--- config.mk ---
export PLATFORM = sky130hd
export DESIGN_NAME = serial_port
export DESIGN_NICKNAME = d
export VERILOG_FILES = /design/src/rtl/serial_port_pkg.sv /design/src/rtl/sp_tick_gen.sv /design/src/rtl/sp_tx_async.sv /design/src/rtl/sp_rx_async.sv /design/src/rtl/sp_sync_shift.sv /design/src/rtl/serial_port.sv
export SDC_FILE = /design/constraint.sdc
export NUM_CORES = 1
export LEC_CHECK = 0
export BUFFER_PORTS_ARGS = -buffer_cell sky130_fd_sc_hd__buf_4
export CAP_MARGIN = 10
export CORE_MARGIN = 2
export CORE_UTILIZATION = 25
export CTS_BUF_LIST = sky130_fd_sc_hd__clkbuf_4 sky130_fd_sc_hd__clkbuf_8
export CTS_CLUSTER_DIAMETER = 200
export DETAILED_ROUTE_END_ITERATION = 6
export MAX_ROUTING_LAYER = met4
export PLACE_DENSITY = 0.51
export SLEW_MARGIN = 15
export SYNTH_ARGS = -nofsm -noshare
export SYNTH_HDL_FRONTEND = slang
export SYNTH_SLANG_ARGS = --single-unit
export TNS_END_PERCENT = 100
--- constraint.sdc ---
create_clock -name clk -period 6.1 [get_ports clk]
set_input_delay 0.305 -clock clk [delete_from_list [all_inputs] [get_ports clk]]
set_output_delay 0.305 -clock clk [all_outputs]
set_load 0.01 [all_outputs]
--- src/rtl/serial_port_pkg.sv ---
package serial_port_pkg;

  typedef enum logic [1:0] {
    MODE_SHIFT  = 2'd0,
    MODE_A8_VAR = 2'd1,
    MODE_A9_FIX = 2'd2,
    MODE_A9_VAR = 2'd3
  } sp_mode_e;

  // majority of three oversamples
  function automatic logic vote3(input logic [2:0] s);
    return (s[0] & s[1]) | (s[0] & s[2]) | (s[1] & s[2]);
  endfunction

  // total bits on the line for one asynchronous frame
  function automatic logic [3:0] frame_bits(input logic nine);
    return nine ? 4'd11 : 4'd10;
  endfunction

  // modes 2 and 3 carry a ninth bit
  function automatic logic has_nine(input sp_mode_e m);
    return m[1];
  endfunction

endpackage

--- src/rtl/sp_tick_gen.sv ---
module sp_tick_gen #(
  parameter int FIX_DIV = 2
) (
  input  logic                        clk,
  input  logic                        rst_n,
  input  serial_port_pkg::sp_mode_e   mode,
  input  logic                        ext_tick,
  output logic                        os_tick
);
  import serial_port_pkg::*;

  localparam int CW = (FIX_DIV > 1) ? $clog2(FIX_DIV) : 1;

  logic          fix_tick;
  logic [CW-1:0] div_q;

  generate
    if (FIX_DIV > 1) begin : g_div
      always_ff @(posedge clk or negedge rst_n) begin
        if (!rst_n)                           div_q <= '0;
        else if (div_q == CW'(FIX_DIV - 1))   div_q <= '0;
        else                                  div_q <= div_q + 1'b1;
      end
      assign fix_tick = (div_q == CW'(FIX_DIV - 1));
    end else begin : g_nodiv
      always_ff @(posedge clk or negedge rst_n) begin
        if (!rst_n) div_q <= '0;
        else        div_q <= '0;
      end
      assign fix_tick = 1'b1;
    end
  endgenerate

  assign os_tick = (mode == MODE_A9_FIX) ? fix_tick : ext_tick;

endmodule

--- src/rtl/sp_tx_async.sv ---
module sp_tx_async #(
  parameter int OVS = 16
) (
  input  logic       clk,
  input  logic       rst_n,
  input  logic       tick,
  input  logic       start,
  input  logic [7:0] din,
  input  logic       nine,
  input  logic       bit8,
  output logic       txd,
  output logic       busy,
  output logic       done
);
  import serial_port_pkg::*;

  localparam int SW = $clog2(OVS);

  logic [10:0]   sh_q;
  logic [SW-1:0] sub_q;
  logic [3:0]    left_q;
  logic          bit_end;

  assign bit_end = busy && tick && (sub_q == SW'(OVS - 1));
  assign done    = bit_end && (left_q == 4'd1);
  assign txd     = busy ? sh_q[0] : 1'b1;

  always_ff @(posedge clk or negedge rst_n) begin
    if (!rst_n) begin
      busy   <= 1'b0;
      sh_q   <= '1;
      sub_q  <= '0;
      left_q <= '0;
    end else if (!busy) begin
      if (start) begin
        busy   <= 1'b1;
        sh_q   <= {1'b1, (nine ? bit8 : 1'b1), din, 1'b0};
        sub_q  <= '0;
        left_q <= frame_bits(nine);
      end
    end else if (tick) begin
      if (bit_end) begin
        sub_q  <= '0;
        sh_q   <= {1'b1, sh_q[10:1]};
        left_q <= left_q - 1'b1;
        if (left_q == 4'd1) busy <= 1'b0;
      end else begin
        sub_q <= sub_q + 1'b1;
      end
    end
  end

endmodule

--- src/rtl/sp_rx_async.sv ---
module sp_rx_async #(
  parameter int OVS = 16
) (
  input  logic       clk,
  input  logic       rst_n,
  input  logic       tick,
  input  logic       arm,
  input  logic       nine,
  input  logic       rxd,
  output logic       busy,
  output logic       done,
  output logic [7:0] data,
  output logic       bit8
);
  import serial_port_pkg::*;

  localparam int SW  = $clog2(OVS);
  localparam int MID = OVS / 2 - 1;

  logic [SW-1:0] sub_q;
  logic [3:0]    idx_q;
  logic [2:0]    vote_q;
  logic [7:0]    sh_q;
  logic          b8_q;
  logic          bitv;
  logic          bit_end;
  logic [3:0]    last_idx;

  assign bitv     = vote3(vote_q);
  assign last_idx = nine ? 4'd10 : 4'd9;
  assign bit_end  = busy && tick && (sub_q == SW'(OVS - 1));
  assign done     = bit_end && (idx_q == last_idx) && bitv;
  assign data     = sh_q;
  assign bit8     = b8_q;

  always_ff @(posedge clk or negedge rst_n) begin
    if (!rst_n) begin
      busy   <= 1'b0;
      sub_q  <= '0;
      idx_q  <= '0;
      vote_q <= '0;
      sh_q   <= '0;
      b8_q   <= 1'b0;
    end else if (!busy) begin
      if (tick && arm && !rxd) begin
        busy  <= 1'b1;
        sub_q <= SW'(1);
        idx_q <= '0;
      end
    end else if (tick) begin
      if (bit_end) begin
        sub_q <= '0;
        idx_q <= idx_q + 1'b1;
        if (idx_q == 4'd0) begin
          if (bitv) busy <= 1'b0;
        end else if (idx_q <= 4'd8) begin
          sh_q <= {bitv, sh_q[7:1]};
        end else if (idx_q == 4'd9 && nine) begin
          b8_q <= bitv;
        end
        if (idx_q == last_idx) busy <= 1'b0;
      end else begin
        if (sub_q >= SW'(MID) && sub_q <= SW'(MID + 2))
          vote_q[sub_q - SW'(MID)] <= rxd;
        sub_q <= sub_q + 1'b1;
      end
    end
  end

endmodule

--- src/rtl/sp_sync_shift.sv ---
module sp_sync_shift #(
  parameter int SYNC_DIV = 4
) (
  input  logic       clk,
  input  logic       rst_n,
  input  logic       tx_start,
  input  logic       rx_start,
  input  logic [7:0] din,
  input  logic       rxd,
  output logic       sclk,
  output logic       sdo,
  output logic       busy,
  output logic       tx_done,
  output logic       rx_done,
  output logic [7:0] dout
);
  localparam int PW   = (SYNC_DIV > 2) ? $clog2(SYNC_DIV) : 1;
  localparam int HALF = SYNC_DIV / 2;

  logic          dir_rx_q;
  logic [PW-1:0] ph_q;
  logic [2:0]    cnt_q;
  logic [7:0]    sh_q;
  logic          bit_end;

  assign bit_end = busy && (ph_q == PW'(SYNC_DIV - 1));
  assign tx_done = bit_end && !dir_rx_q && (cnt_q == 3'd7);
  assign rx_done = bit_end &&  dir_rx_q && (cnt_q == 3'd7);
  assign sclk    = !busy || (ph_q >= PW'(HALF));
  assign sdo     = (busy && !dir_rx_q) ? sh_q[0] : 1'b1;
  assign dout    = sh_q;

  always_ff @(posedge clk or negedge rst_n) begin
    if (!rst_n) begin
      busy     <= 1'b0;
      dir_rx_q <= 1'b0;
      ph_q     <= '0;
      cnt_q    <= '0;
      sh_q     <= '0;
    end else if (!busy) begin
      if (tx_start || rx_start) begin
        busy     <= 1'b1;
        dir_rx_q <= rx_start;
        ph_q     <= '0;
        cnt_q    <= '0;
        sh_q     <= rx_start ? 8'h00 : din;
      end
    end else begin
      if (dir_rx_q && ph_q == PW'(HALF))
        sh_q <= {rxd, sh_q[7:1]};
      if (bit_end) begin
        ph_q  <= '0;
        cnt_q <= cnt_q + 1'b1;
        if (!dir_rx_q) sh_q <= {1'b1, sh_q[7:1]};
        if (cnt_q == 3'd7) busy <= 1'b0;
      end else begin
        ph_q <= ph_q + 1'b1;
      end
    end
  end

endmodule

--- src/rtl/serial_port.sv ---
module serial_port #(
  parameter int FIX_DIV  = 2,
  parameter int SYNC_DIV = 4,
  parameter int OVS      = 16
) (
  input  logic       clk,
  input  logic       rst_n,
  input  logic       bus_wr,
  input  logic       bus_sel_data,
  input  logic [7:0] bus_wdata,
  output logic [7:0] bus_rdata,
  input  logic       baud_tick,
  input  logic       rxd_in,
  output logic       txd_out,
  output logic       sclk_out,
  output logic       sdata_out
);
  import serial_port_pkg::*;

  // control register state
  sp_mode_e   mode_q;
  logic       rx_en_q, tx_b8_q, rx_b8_q, tx_done_q, rx_done_q;
  logic [7:0] rx_hold;

  // two-stage input synchronizer
  logic [1:0] rx_sync_q;
  logic       rxs;

  // named events between pieces
  logic       wr_ctrl, wr_data;
  logic       os_tick, nine;
  logic       atx_busy, atx_done;
  logic       arx_busy, arx_done, arx_b8;
  logic [7:0] arx_data;
  logic       stx_busy, stx_tx_done, stx_rx_done;
  logic [7:0] stx_data;
  logic       tx_accept, go_async_tx, go_sync_tx, go_sync_rx;
  logic       tx_evt, rx_evt, rx_load;
  logic [7:0] rx_word;

  assign wr_ctrl     = bus_wr && !bus_sel_data;
  assign wr_data     = bus_wr &&  bus_sel_data;
  assign nine        = has_nine(mode_q);
  assign tx_accept   = wr_data && !atx_busy && !stx_busy;
  assign go_async_tx = tx_accept && (mode_q != MODE_SHIFT);
  assign go_sync_tx  = tx_accept && (mode_q == MODE_SHIFT);
  assign go_sync_rx  = wr_ctrl && (bus_wdata[1:0] == 2'd0) && bus_wdata[2]
                       && !bus_wdata[6] && !stx_busy;
  assign tx_evt      = atx_done | stx_tx_done;
  assign rx_evt      = arx_done | stx_rx_done;
  assign rx_word     = arx_done ? arx_data : stx_data;
  assign rx_load     = rx_evt && !rx_done_q;
  assign rxs         = rx_sync_q[1];

  always_ff @(posedge clk or negedge rst_n) begin
    if (!rst_n) rx_sync_q <= 2'b11;
    else        rx_sync_q <= {rx_sync_q[0], rxd_in};
  end

  sp_tick_gen #(.FIX_DIV(FIX_DIV)) u_tick (
    .clk(clk), .rst_n(rst_n), .mode(mode_q),
    .ext_tick(baud_tick), .os_tick(os_tick)
  );

  sp_tx_async #(.OVS(OVS)) u_atx (
    .clk(clk), .rst_n(rst_n), .tick(os_tick), .start(go_async_tx),
    .din(bus_wdata), .nine(nine), .bit8(tx_b8_q),
    .txd(txd_out), .busy(atx_busy), .done(atx_done)
  );

  sp_rx_async #(.OVS(OVS)) u_arx (
    .clk(clk), .rst_n(rst_n), .tick(os_tick),
    .arm(rx_en_q && (mode_q != MODE_SHIFT)), .nine(nine), .rxd(rxs),
    .busy(arx_busy), .done(arx_done), .data(arx_data), .bit8(arx_b8)
  );

  sp_sync_shift #(.SYNC_DIV(SYNC_DIV)) u_sync (
    .clk(clk), .rst_n(rst_n), .tx_start(go_sync_tx), .rx_start(go_sync_rx),
    .din(bus_wdata), .rxd(rxs), .sclk(sclk_out), .sdo(sdata_out),
    .busy(stx_busy), .tx_done(stx_tx_done), .rx_done(stx_rx_done),
    .dout(stx_data)
  );

  always_ff @(posedge clk or negedge rst_n) begin
    if (!rst_n) begin
      mode_q    <= MODE_SHIFT;
      rx_en_q   <= 1'b0;
      tx_b8_q   <= 1'b0;
      rx_b8_q   <= 1'b0;
      tx_done_q <= 1'b0;
      rx_done_q <= 1'b0;
      rx_hold   <= 8'h00;
    end else begin
      if (wr_ctrl) begin
        mode_q  <= sp_mode_e'(bus_wdata[1:0]);
        rx_en_q <= bus_wdata[2];
        tx_b8_q <= bus_wdata[3];
      end
      tx_done_q <= (wr_ctrl ? bus_wdata[5] : tx_done_q) | tx_evt;
      rx_done_q <= (wr_ctrl ? bus_wdata[6] : rx_done_q) | rx_evt;
      if (rx_load) begin
        rx_hold <= rx_word;
        if (arx_done && nine) rx_b8_q <= arx_b8;
        else if (wr_ctrl)     rx_b8_q <= bus_wdata[4];
      end else if (wr_ctrl) begin
        rx_b8_q <= bus_wdata[4];
      end
    end
  end

  assign bus_rdata = bus_sel_data ? rx_hold
                   : {1'b0, rx_done_q, tx_done_q, rx_b8_q, tx_b8_q, rx_en_q, mode_q};

endmodule

==> results.json <==
{
  "port_buffers": 24,
  "first_global_vias": 2786,
  "final_common_cell": "dfrtp_1",
  "tns_ps": 0,
  "routed_via_density": 4.750,
  "core_region_area_mm2": 0.01515,
  "cts_buffer_depth": 2,
  "synthArstFlopShare": 1.000,
  "p_comb_frac": 0.278,
  "hold_viol": 0,
  "post-route-util": 0.2914,
  "period_share": 0.4468,
  "synth_edf_count": 0,
  "diodes": 0,
  "setup.worst_path.start_class": "flip-flop",
  "ir_drop_mv": 0.1029,
  "grt_max_degree": 74,
  "clk_pin_slew_worst_paths_ps": 80,
  "gr-total-overflow": 0,
  "cp-end-kind": "flip-flop",
  "die_x_um": 128.4,
  "slew_headroom": 0.3791,
  "netSwitchingFraction": 0.3432,
  "max_freq_mhz": 366.9,
  "worstMarginPinSlew_ps": 931.3,
  "yosys_most_used_dff": "dfrtp_1",
  "switchingPower_mw": 0.5439,
  "layout_common_cells": "61 x dfrtp_1, 37 x nand2_1, 25 x mux2_2, 25 x nand3_1, 25 x buf_4",
  "root_buffer": "clkbuf_8",
  "place.gp.congestion": 0.7659,
  "cp_cell_sequence": "nor2b_2, mux2i_1, or4_1, nor3b_1, mux2_2",
  "routedWlPerCell_um": 14.47,
  "grt_pass1_wl_um": 14590,
  "p_int_mw": 1.041,
  "yosysWarnings": 0,
  "fin_nets": 429,
  "ant_nets": 0,
  "vias": 2812,
  "start_util": 0.2556,
  "grt_antenna_before_repair": 0,
  "cp.arrival_ps": 2950,
  "maxCapViolCount": 0,
  "clkLatencyLatePin_ps": 350,
  "hp-class": "primary input to flip-flop",
  "post-route-min-period_ps": 2726,
  "syn_area_mm2": 0.003871,
  "dieHeight_um": 128.4,
  "cts_tree": "yes",
  "slowest_delay_ps": 900,
  "cts_made_buffers": 9,
  "dp_hpwl_um": 5986,
  "ys_types": 48,
  "fillCellCount": 1574,
  "cp_max_fo": 26,
  "avgSynthCellArea_um2": 10.16,
  "cts.sinks": 73,
  "crit_type": "flip-flop to flip-flop",
  "die_area_mm2": 0.01650,
  "drt-initial-drc-count": 201,
  "syn_to_final_growth_pct": 13.99,
  "drv_slew": 0,
  "cp_top_family": "simple AND/OR/NAND/NOR gates",
  "post_cts_resized": 0,
  "crit_buf_inv": 0,
  "setup_violations": 0,
  "drive_above_1_share": 0.1980,
  "ys_seq_elements": 73,
  "clockPowerShare": 0.243,
  "outcome": "complete, no violations",
  "firstDrtPassIters": 4,
  "fin_skew_ps": 13.18,
  "powerDensity_mw_per_mm2": 359.1,
  "drc": 0,
  "totalWireLength_um": 8565,
  "p_leak_nw": 1.936,
  "gr-usage-all-layers": 0.1155,
  "postCtsSetupRepairBufs": 0,
  "syn-instance-count": 381,
  "rows": 45,
  "rsz0062_at_grt": "false",
  "io_pins": 25,
  "crit_slowest_cell": "or4_1",
  "p_seq_frac": 0.479,
  "worst_ep_required_time_ps": 6320,
  "syn_nets": 411,
  "htree_num_levels": 3,
  "cts_hold_buf": 0,
  "ys_seq_area_frac": 0.4758
}
[registers in the layout, indices dropped and copies added, names as in the netlist, 2 cells and up]
name,flops
u_atx.sub_q,4
u_atx.left_q,4
u_sync.dout,8
u_arx.sub_q,4
rx_hold,8
u_arx.data,8
u_arx.vote_q,3
u_sync.ph_q,2
u_atx.sh_q,10
rx_sync_q,2
mode_q,2
u_sync.cnt_q,3
u_arx.idx_q,4
[cell families after synthesis]
family / Yosys count / share of synthesized area
adders and majority gates: 17 / 0.05430
DFF: 73 / 0.4758
buffers and inverters: 36 / 0.03717
and+or+nand+nor: 134 / 0.1842
AOI/OAI and AO/OA: 77 / 0.1273
muxes: 42 / 0.1167
xor gates and xnor gates: 2 / 0.004526
[power by group through the flow]
stage / Clock, mW / Sequential [mW] / Combinational (mW)
after detailed placement: 0 / 0.769 / 0.447
final: 0.385 / 0.759 / 0.441
after floorplan: 0 / 0.704 / 0.369
after global routing: 0.422 / 0.784 / 0.508
after global placement: 0 / 0.762 / 0.438
after CTS: 0.402 / 0.760 / 0.448
[synth_stat cells, types with 2 or more instances]
master | n | share of area
a31oi_1 | 4 | 0.0065
nand2_1 | 37 | 0.036
o22ai_1 | 7 | 0.011
inv_1 | 17 | 0.016
o31ai_1 | 6 | 0.012
ha_1 | 16 | 0.052
o311ai_0 | 2 | 0.0045
mux2_2 | 25 | 0.073
o211ai_1 | 2 | 0.0039
or3b_1 | 8 | 0.018
nand3b_1 | 2 | 0.0039
nand2b_1 | 5 | 0.0081
dfrtp_1 | 61 | 0.39
o21ai_0 | 22 | 0.028
clkbuf_1 | 13 | 0.013
and3_1 | 4 | 0.0065
nor2b_1 | 3 | 0.0048
and2_1 | 5 | 0.0081
a2bb2oi_1 | 2 | 0.0045
nor2_1 | 17 | 0.016
or3_1 | 3 | 0.0048
a21oi_1 | 7 | 0.0090
xnor2_1 | 2 | 0.0045
o21ai_1 | 4 | 0.0052
mux2i_1 | 17 | 0.044
a22oi_1 | 8 | 0.016
nand3_1 | 25 | 0.032
buf_2 | 4 | 0.0052
a21o_1 | 2 | 0.0039
nor3_1 | 8 | 0.010
nor3b_1 | 10 | 0.019
o21a_1 | 5 | 0.0097
a22o_1 | 2 | 0.0045
dfstp_2 | 12 | 0.081
[metrics by stage]
stage	power, mW	hold WS (ps)	instance area (µm²)	setup WS (ps)	instances
after floorplan	1.073	9.409	3871	3962	381
after global placement	1.201	347.3	4218	3433	576
after detailed placement	1.216	347.6	4218	3363	576
after CTS	1.610	48.57	4413	3344	592
after global routing	1.715	43.65	4413	3179	592
final	1.585	66.47	4413	3374	592
[area by class of cell]
cell class,count,area [µm²],area share
timing repair buffer,25,187.7,0.04253
clock buffer,10,137.6,0.03119
clock inverter,6,57.56,0.01304
inverter,18,67.56,0.01531
multi-input combinational,272,1886,0.4273
sequential,73,1842,0.4174
tap,188,235.2,0.05330
[routing by layer]
metal | up-vias | routed length (µm) | track usage
li1 | 1404 | - | -
met1 | 1360 | 4478 | 0.1596
met2 | 39 | 3742 | 0.1674
met3 | 9 | 253 | 0.02536
met4 | 0 | 91 | 0.03814
met5 | - | 0 | -
[path summary, 6_finish.rpt]
| check | from | end | slack (ps) | cells past startpoint |
|---|---|---|---|---|
| min in group asynchronous | rst_n | u_atx.left_q[3]$_DFFE_PN0P_ | 100 | 1 |
| worst max register to register | mode_q[1]$_DFFE_PN0N_ | rx_b8_q$_DFF_PN0_ | 3370 | 5 |
| worst min-delay path | rxd_in | rx_sync_q[0]$_DFF_PN1_ | 70 | 1 |
| worst max-delay path | mode_q[1]$_DFFE_PN0N_ | rx_b8_q$_DFF_PN0_ | 3370 | 5 |
| worst min register to register | rx_sync_q[0]$_DFF_PN1_ | rx_sync_q[1]$_DFF_PN1_ | 360 | 0 |
| max in group asynchronous | rst_n | u_arx.sub_q[0]$_DFFE_PN0P_ | 5390 | 1 |
Note: power is estimated with default switching activity, not from simulation.
